$ cat config.mk
export PLATFORM = sky130hd
export DESIGN_NAME = uart_resync_tx
export DESIGN_NICKNAME = d
export VERILOG_FILES = /design/src/rtl/uart_rtx_pkg.sv /design/src/rtl/uart_rtx_tick.sv /design/src/rtl/uart_rtx_gap.sv /design/src/rtl/uart_rtx_seq.sv /design/src/rtl/uart_resync_tx.sv
export SDC_FILE = /design/constraint.sdc
export NUM_CORES = 1
export LEC_CHECK = 0
export ABC_AREA = 1
export ABC_CLOCK_PERIOD_IN_PS = 2200
export BUFFER_PORTS_ARGS = -buffer_cell sky130_fd_sc_hd__buf_2
export CAP_MARGIN = 0
export CORE_MARGIN = 4
export CORE_UTILIZATION = 53
export CTS_CLUSTER_SIZE = 25
export DETAILED_ROUTE_END_ITERATION = 8
export PLACE_DENSITY = 0.78
export SETUP_SLACK_MARGIN = 0.02
export SLEW_MARGIN = 20
export SYNTH_ARGS = -nofsm -noshare
export SYNTH_HDL_FRONTEND = slang
export SYNTH_SLANG_ARGS = --single-unit
$ cat constraint.sdc
create_clock -name clk_i -period 2.2 [get_ports clk_i]
set_clock_uncertainty 0.05 [all_clocks]
set_input_delay 0.11 -clock clk_i [delete_from_list [all_inputs] [get_ports clk_i]]
set_output_delay 0.11 -clock clk_i [all_outputs]
set_load 0.03 [all_outputs]
$ cat src/rtl/uart_rtx_pkg.sv
package uart_rtx_pkg;
  typedef enum logic [2:0] {
    ST_IDLE,
    ST_START,
    ST_DATA,
    ST_STOP,
    ST_GAP,
    ST_BRK
  } tx_state_e;
endpackage

$ cat src/rtl/uart_rtx_tick.sv
module uart_rtx_tick #(
  parameter int DIV_W = 16,
  parameter int OVS   = 16
) (
  input  logic             clk_i,
  input  logic             rst_ni,
  input  logic             en_i,
  input  logic [DIV_W-1:0] div_i,
  output logic             bit_o
);
  localparam int SUB_W = (OVS > 1) ? $clog2(OVS) : 1;
  localparam logic [SUB_W-1:0] SUB_LAST = SUB_W'(OVS - 1);

  logic [DIV_W-1:0] clk_cnt_q;
  logic [SUB_W-1:0] sub_cnt_q;
  logic             tick;

  assign tick  = en_i && (clk_cnt_q == div_i);
  assign bit_o = tick && (sub_cnt_q == SUB_LAST);

  always_ff @(posedge clk_i or negedge rst_ni) begin
    if (!rst_ni) begin
      clk_cnt_q <= '0;
      sub_cnt_q <= '0;
    end else if (!en_i) begin
      clk_cnt_q <= '0;
      sub_cnt_q <= '0;
    end else if (tick) begin
      clk_cnt_q <= '0;
      sub_cnt_q <= (sub_cnt_q == SUB_LAST) ? '0 : sub_cnt_q + 1'b1;
    end else begin
      clk_cnt_q <= clk_cnt_q + 1'b1;
    end
  end

  AST_CLK_BOUND: assert property (@(posedge clk_i) disable iff (!rst_ni)
    en_i |-> (clk_cnt_q <= div_i));
  AST_SUB_ON_TICK: assert property (@(posedge clk_i) disable iff (!rst_ni)
    (en_i && (clk_cnt_q != div_i)) |=> $stable(sub_cnt_q));
endmodule

$ cat src/rtl/uart_rtx_gap.sv
module uart_rtx_gap #(
  parameter int CNT_W      = 8,
  parameter int GAP_W      = 6,
  parameter int GUARD_BITS = 20,
  parameter int LONG_BITS  = 11,
  parameter int PRE_BITS   = 12
) (
  input  logic             clk_i,
  input  logic             rst_ni,
  input  logic             char_done_i,
  input  logic             is_pre_i,
  input  logic             guard_en_i,
  input  logic [CNT_W-1:0] every_i,
  output logic [GAP_W-1:0] gap_bits_o
);
  logic [CNT_W-1:0] cnt_q;
  logic             long_hit;

  assign long_hit = !is_pre_i && (every_i != '0) &&
                    (({1'b0, cnt_q} + 1'b1) >= {1'b0, every_i});

  always_comb begin
    gap_bits_o = '0;
    if (is_pre_i) gap_bits_o = GAP_W'(PRE_BITS);
    if (guard_en_i && (gap_bits_o < GAP_W'(GUARD_BITS))) gap_bits_o = GAP_W'(GUARD_BITS);
    if (long_hit && (gap_bits_o < GAP_W'(LONG_BITS))) gap_bits_o = GAP_W'(LONG_BITS);
  end

  always_ff @(posedge clk_i or negedge rst_ni) begin
    if (!rst_ni) begin
      cnt_q <= '0;
    end else if (char_done_i && !is_pre_i) begin
      if (every_i == '0 || long_hit) cnt_q <= '0;
      else                           cnt_q <= cnt_q + 1'b1;
    end
  end
endmodule

$ cat src/rtl/uart_rtx_seq.sv
module uart_rtx_seq
  import uart_rtx_pkg::*;
#(
  parameter int DATA_W     = 8,
  parameter int DIV_W      = 16,
  parameter int CNT_W      = 8,
  parameter int PRE_W      = 4,
  parameter int GAP_W      = 6,
  parameter int BRK_BITS   = 12,
  parameter int BRK_MARK   = 2
) (
  input  logic              clk_i,
  input  logic              rst_ni,
  input  logic [DATA_W-1:0] data_i,
  input  logic              valid_i,
  output logic              ready_o,
  input  logic [DIV_W-1:0]  div_i,
  input  logic              two_stop_i,
  input  logic              guard_en_i,
  input  logic [CNT_W-1:0]  gap_every_i,
  input  logic              break_i,
  input  logic              pre_start_i,
  input  logic [DATA_W-1:0] pre_char_i,
  input  logic [PRE_W-1:0]  pre_count_i,
  input  logic              bit_stb_i,
  input  logic [GAP_W-1:0]  gap_bits_i,
  output logic              tick_en_o,
  output logic [DIV_W-1:0]  div_q_o,
  output logic              char_done_o,
  output logic              is_pre_o,
  output logic              guard_q_o,
  output logic [CNT_W-1:0]  every_q_o,
  output logic              tx_o
);
  tx_state_e         st_q;
  logic [DATA_W-1:0] sh_q;
  logic [GAP_W-1:0]  cnt_q;
  logic [PRE_W-1:0]  pre_left_q;
  logic              two_q;
  logic              tx_q;
  logic              pre_now;

  assign pre_now     = pre_start_i && (pre_count_i != '0);
  assign ready_o     = (st_q == ST_IDLE) && !break_i && !pre_now && (pre_left_q == '0);
  assign tick_en_o   = (st_q != ST_IDLE);
  assign char_done_o = (st_q == ST_STOP) && bit_stb_i && (cnt_q == '0);
  assign tx_o        = tx_q;

  always_ff @(posedge clk_i or negedge rst_ni) begin
    if (!rst_ni) begin
      st_q       <= ST_IDLE;
      sh_q       <= '0;
      cnt_q      <= '0;
      pre_left_q <= '0;
      two_q      <= 1'b0;
      guard_q_o  <= 1'b0;
      every_q_o  <= '0;
      div_q_o    <= '0;
      is_pre_o   <= 1'b0;
      tx_q       <= 1'b1;
    end else begin
      unique case (st_q)
        ST_IDLE: begin
          tx_q <= 1'b1;
          if (break_i || pre_now || pre_left_q != '0 || valid_i) begin
            div_q_o   <= div_i;
            two_q     <= two_stop_i;
            guard_q_o <= guard_en_i;
            every_q_o <= gap_every_i;
          end
          if (break_i) begin
            st_q  <= ST_BRK;
            cnt_q <= GAP_W'(BRK_BITS - 1);
            tx_q  <= 1'b0;
          end else if (pre_now) begin
            st_q       <= ST_START;
            sh_q       <= pre_char_i;
            pre_left_q <= pre_count_i - 1'b1;
            is_pre_o   <= 1'b1;
            tx_q       <= 1'b0;
          end else if (pre_left_q != '0) begin
            st_q       <= ST_START;
            sh_q       <= pre_char_i;
            pre_left_q <= pre_left_q - 1'b1;
            is_pre_o   <= 1'b1;
            tx_q       <= 1'b0;
          end else if (valid_i) begin
            st_q     <= ST_START;
            sh_q     <= data_i;
            is_pre_o <= 1'b0;
            tx_q     <= 1'b0;
          end
        end
        ST_START: begin
          if (bit_stb_i) begin
            st_q  <= ST_DATA;
            tx_q  <= sh_q[0];
            sh_q  <= sh_q >> 1;
            cnt_q <= '0;
          end
        end
        ST_DATA: begin
          if (bit_stb_i) begin
            if (cnt_q == GAP_W'(DATA_W - 1)) begin
              st_q  <= ST_STOP;
              tx_q  <= 1'b1;
              cnt_q <= two_q ? GAP_W'(1) : '0;
            end else begin
              tx_q  <= sh_q[0];
              sh_q  <= sh_q >> 1;
              cnt_q <= cnt_q + 1'b1;
            end
          end
        end
        ST_STOP: begin
          if (bit_stb_i) begin
            if (cnt_q == '0) begin
              if (gap_bits_i == '0) begin
                st_q <= ST_IDLE;
              end else begin
                st_q  <= ST_GAP;
                cnt_q <= gap_bits_i - 1'b1;
              end
            end else begin
              cnt_q <= cnt_q - 1'b1;
            end
          end
        end
        ST_GAP: begin
          tx_q <= 1'b1;
          if (bit_stb_i) begin
            if (cnt_q == '0) st_q <= ST_IDLE;
            else             cnt_q <= cnt_q - 1'b1;
          end
        end
        ST_BRK: begin
          if (bit_stb_i) begin
            if (cnt_q == '0) begin
              st_q  <= ST_GAP;
              tx_q  <= 1'b1;
              cnt_q <= GAP_W'(BRK_MARK - 1);
            end else begin
              cnt_q <= cnt_q - 1'b1;
            end
          end
        end
        default: st_q <= ST_IDLE;
      endcase
    end
  end

  AST_START_LOW: assert property (@(posedge clk_i) disable iff (!rst_ni)
    (valid_i && ready_o) |=> !tx_o);
  AST_LINE_ON_STROBE: assert property (@(posedge clk_i) disable iff (!rst_ni)
    (st_q != ST_IDLE && st_q != ST_GAP && !bit_stb_i) |=> $stable(tx_o));
  AST_SHIFT_HOLD: assert property (@(posedge clk_i) disable iff (!rst_ni)
    (st_q != ST_IDLE && !bit_stb_i) |=> $stable(sh_q));
  AST_CFG_HOLD: assert property (@(posedge clk_i) disable iff (!rst_ni)
    (st_q != ST_IDLE) |=> ($stable(div_q_o) && $stable(two_q) && $stable(guard_q_o)));
  AST_BRK_LOW: assert property (@(posedge clk_i) disable iff (!rst_ni)
    (st_q == ST_BRK) |-> !tx_o);
endmodule

$ cat src/rtl/uart_resync_tx.sv
module uart_resync_tx #(
  parameter int DATA_W     = 8,
  parameter int DIV_W      = 16,
  parameter int CNT_W      = 8,
  parameter int PRE_W      = 4,
  parameter int OVS        = 16,
  parameter int GUARD_BITS = 20,
  parameter int LONG_BITS  = 11,
  parameter int PRE_BITS   = 12,
  parameter int BRK_BITS   = 12,
  parameter int BRK_MARK   = 2
) (
  input  logic              clk_i,
  input  logic              rst_ni,
  input  logic [DATA_W-1:0] data_i,
  input  logic              valid_i,
  output logic              ready_o,
  input  logic [DIV_W-1:0]  div_i,
  input  logic              two_stop_i,
  input  logic              guard_en_i,
  input  logic [CNT_W-1:0]  gap_every_i,
  input  logic              break_i,
  input  logic              pre_start_i,
  input  logic [DATA_W-1:0] pre_char_i,
  input  logic [PRE_W-1:0]  pre_count_i,
  output logic              tx_o
);
  localparam int GAP_W = $clog2(GUARD_BITS + LONG_BITS + PRE_BITS + BRK_BITS + BRK_MARK + DATA_W);

  logic             bit_stb;
  logic             tick_en;
  logic [DIV_W-1:0] div_q;
  logic             char_done;
  logic             is_pre;
  logic             guard_q;
  logic [CNT_W-1:0] every_q;
  logic [GAP_W-1:0] gap_bits;

  uart_rtx_tick #(.DIV_W(DIV_W), .OVS(OVS)) u_tick (
    .clk_i (clk_i),
    .rst_ni(rst_ni),
    .en_i  (tick_en),
    .div_i (div_q),
    .bit_o (bit_stb)
  );

  uart_rtx_gap #(
    .CNT_W(CNT_W), .GAP_W(GAP_W), .GUARD_BITS(GUARD_BITS),
    .LONG_BITS(LONG_BITS), .PRE_BITS(PRE_BITS)
  ) u_gap (
    .clk_i      (clk_i),
    .rst_ni     (rst_ni),
    .char_done_i(char_done),
    .is_pre_i   (is_pre),
    .guard_en_i (guard_q),
    .every_i    (every_q),
    .gap_bits_o (gap_bits)
  );

  uart_rtx_seq #(
    .DATA_W(DATA_W), .DIV_W(DIV_W), .CNT_W(CNT_W), .PRE_W(PRE_W),
    .GAP_W(GAP_W), .BRK_BITS(BRK_BITS), .BRK_MARK(BRK_MARK)
  ) u_seq (
    .clk_i      (clk_i),
    .rst_ni     (rst_ni),
    .data_i     (data_i),
    .valid_i    (valid_i),
    .ready_o    (ready_o),
    .div_i      (div_i),
    .two_stop_i (two_stop_i),
    .guard_en_i (guard_en_i),
    .gap_every_i(gap_every_i),
    .break_i    (break_i),
    .pre_start_i(pre_start_i),
    .pre_char_i (pre_char_i),
    .pre_count_i(pre_count_i),
    .bit_stb_i  (bit_stb),
    .gap_bits_i (gap_bits),
    .tick_en_o  (tick_en),
    .div_q_o    (div_q),
    .char_done_o(char_done),
    .is_pre_o   (is_pre),
    .guard_q_o  (guard_q),
    .every_q_o  (every_q),
    .tx_o       (tx_o)
  );
endmodule

==> key figures <==
Worst setup path
  • Crit end category: register
  • CP cell instances: ha_4 > nand3_4 > nor2_4 > xor2_1 > ha_1 > nand2_1 > inv_1 > nand2_1 > nand2_1 > nand2_2 > nand2_4 > nand2_4 > nand2_4 > nand2_4 > nand2_4 > nand2_4 > nand2_1 > o21ai_1
  • Critical setup path kind: reg2reg
  • WP buf/inv: 1
  • CP max FO: 5
  • CP Data Required Time: roughly 2.4 ns
  • CP max-delay cell: dfrtp_1
  • Reg2Reg Depth: 18
  • Worst path depth: 18
  • Top delay family on crit path: simple AND/OR/NAND/NOR gates
  • Largest stage delay, worst path: 0.42 ns
  • Most frequent CP cell: nand2_4
  • Arrival @ worst endpoint: approximately 2.7 ns
  • CP Launch Type: register

Min path
  • Min-Delay Path Depth: 3
  • Hold Path Class: in2reg

Detailed routing
  • DR vias/cell: 5.25
  • Drt wl/cell: 13.2 µm
  • Via count: 4492
  • DRT Pass-1 Iters: 5
  • Remaining DRCs: 0
  • DRT Wirelength: 11300 µm
  • Post-route ant nets: 0
  • Initial DRC Count: ~260

Timing
  • Final min period: between 2 and 3 ns
  • Fin Hold WS: between 0.02 and 0.025 ns
  • Relative slew slack: 60.8%
  • Max Clock Freq: around 400 MHz
  • Setup_tns: -3.74 ns
  • Slew Viols, Final: 0
  • Final hold vios: 0
  • Final WS setup: -0.302 ns
  • Measured slew at the worst slew-check pin: 0.589 ns
  • Unrepaired setup endpoints after global routing: yes
  • Period utilisation layout: 114%
  • Final setup viols: 16

Place
  • HPWL after DPL: 7770 µm
  • DP Area: roughly 5200 µm²
  • PortBufs: 52
  • Setup WS pre-CTS: -0.213 ns
  • Routability cong.: 0.956

Synthesis
  • Top_reg_cell synth: dfrtp_1
  • Syn Nets: 700
  • Synth Area in Simple Gates: 29.1%
  • Yosys Warn Count: 0
  • Largest family of logic cells by synthesized area: simple AND/OR/NAND/NOR gates
  • Top cells by area, synth: dfrtp_1 (40%), nand2_1 (13%), inv_1 (6.1%)
  • Yosys reg bits: 78
  • Number of synthesized flops with an enable pin: 0
  • Synth Cell Area: 4760 µm²
  • Leading area contributor after synthesis: dfrtp_1
  • Syn Area/Cell: 7.50 µm²
  • Synth Area in Compound Gates: 11.5%
  • Most frequent cell after synthesis: nand2_1
  • Seq/Total Area, Yosys: 41.0%
  • Commonest cells in the netlist: nand2_1 (166), dfrtp_1 (77), inv_1 (77), nor2_1 (69), nand3_1 (39)
  • Adder and majority cell fraction of the synthesized area: roughly 3.7%
  • Netlist cell types: 42
  • Post-synthesis mux area share: 1.89%
  • Xor/xnor share of the synthesized area: approximately 4.0%
  • Synth top area share: 40.5%
  • Asr flop ratio synth: 100%
  • Cells after synthesis: roughly 640

Clock network
  • Root buffer cell: clkbuf_8
  • CTS sink cnt: just under 80
  • Reg clk slew, reported paths: 0.09 ns
  • H-tree depth: 3
  • CTS tree: yes
  • Clock buffers created by TritonCTS: 9
  • Clock Path Buffers: 2
  • Clk Latency, worst-skew pair: around 0.36 ns

Power and ir drop
  • Pwr/cell area: 1110 nW/µm²
  • Sw Pwr: 3.04 mW
  • P_leak: about 3.1 nW
  • Clock share of power: 16.1%
  • Maximum vdd drop: roughly 0.6 mV
  • Sequential power share: 33.4%
  • Gate power share: 50.6%
  • Sw Share: 45.5%
  • Internal power of the cells: 3.64 mW

GRT
  • Total Routing Usage GR: about 22%
  • Total grt overflow: 0
  • Vias in the first global route: 4322
  • Antenna violations before repair: 0
  • Largest net degree at the start of global routing: 48
  • First-pass GRT wire length: 18800 µm

Floorplanning
  • Initial Util: 54.6%
  • Ports: 53
  • Rows: 34
  • Core Area: 8720 µm²
  • Die width: 103 µm
  • Die Y-Extent: 103 µm
  • Die ar.: 10600 µm²

Layout
  • Final core occ: between 60% and 70%
  • Final Cell Area: 6020 µm²
  • Diodes inserted: 0
  • Layout cells sized above 1: 24.6%
  • Area grow syn2layout: 26.4%
  • Nets: 808

Outcome
  • Failing checks: setup timing
  • Outcome: finished, violations left

Run
  • Max_cap viols: 0
[layout make-up]
class	count	area (µm²)
clock buffers	11	131
clock inverters	5	58.8
fillers	671	2700
inverters	95	360
multi-input cells	455	2630
flip-flops and latches	78	1950
well taps	108	135
repair buffers	104	752
[power groups by stage]
stage | clock network, mW | registers (mW) | logic, mW
floorplan | 0 | 2.17 | 2.53
global placement | 0 | 2.24 | 2.98
detailed placement | 0 | 2.25 | 3.09
CTS | 1.09 | 2.23 | 3.26
global route | 1.14 | 2.29 | 3.83
finish | 1.08 | 2.23 | 3.38
[flip-flops by register name, summed over array words and instances (netlist names)]
signal,flops
u_seq.div_q_o,16
u_tick.clk_cnt_q,16
u_gap.cnt_q,8
u_seq.every_q_o,8
u_seq.sh_q,8
u_seq.cnt_q,7
u_seq.pre_left_q,4
u_tick.sub_cnt_q,4
u_seq.st_q,3
u_seq.guard_q_o,1
u_seq.is_pre_o,1
u_seq.two_q,1
u_seq.tx_o,1
[routing by layer]
layer  vias to the layer above  track usage (%)  part of all wire [%]
li1                       2245                -                     -
met1                      2091             28.4                    43
met2                       132             37.9                    50
met3                        24             3.45                   4.8
met4                         0             8.96                   2.2
met5                         -                0                     0
[cell usage in the layout, fill, tap and decap left out, types with 3 or more instances in the layout]
cell             n
buf_2           51
nand2_4          9
ha_1            12
o22ai_1          3
o21ai_2          9
mux2_2           5
o21ai_1         10
nand2_2         11
clkbuf_8         9
nand4_1          8
nand3_2          9
nor2_1          66
inv_1           77
xor2_1          19
nor2_2           8
nor3_1           6
dlygate4sd3_1   27
nand3_1         29
buf_4           20
a21oi_1         32
buf_6            5
dfrtp_1         76
mux2_1           3
nand2_1        155
nor2_4           5
inv_2           16
o21ai_0         29
[final timing paths]
check | from | end | slack [ns]
setup / recovery | u_gap.cnt_q[1] | u_seq.cnt_q[1] | -0.30
hold / removal | data_i[7] | u_seq.sh_q[7] | 0.02
setup reg to reg | u_gap.cnt_q[1] | u_seq.cnt_q[1] | -0.30
hold reg to reg | u_seq.tx_o | u_seq.tx_o | 0.43
max in group asynchronous | rst_ni | u_seq.tx_o | 1.19
min in group asynchronous | rst_ni | u_seq.every_q_o[2] | 0.25
[stage by stage]
step / total power, mW / std cells
floorplan: 4.70 / 635
global placement: 5.22 / 799
detailed placement: 5.33 / 799
CTS: 6.58 / 855
global route: 7.26 / 856
finish: 6.69 / 856
[worst reg2reg max path, delay by kind of cell, from the launching register on]
kind	cells	cell delay [ns]
compound gates	1	0.10
fa+ha+maj	2	0.49
xor+xnor	1	0.24
simple gates	13	1.07
buf+inv	1	0.03
flops	1	0.42
[repair_timing]
action | 4_1_cts | 5_1_grt
buffers inserted | 12 | 1
endpoints found under the hold margin | 72 | 0
hold buffers | 27 | 0
cloned | 1 | 0
resized for setup | 29 | 21
endpoints found under the setup margin | 16 | 23
pin swaps | 15 | 15
[logic make-up after synthesis]
kind of cell | Yosys count
AO/OA/AOI/OAI | 95
XOR/XNOR | 22
adder cells (fa/ha/maj) | 14
buffers and inverters | 103
flip-flops | 78
multiplexers | 8
AND/OR/NAND/NOR | 315
No activity file was read; power rests on OpenSTA's default activity.
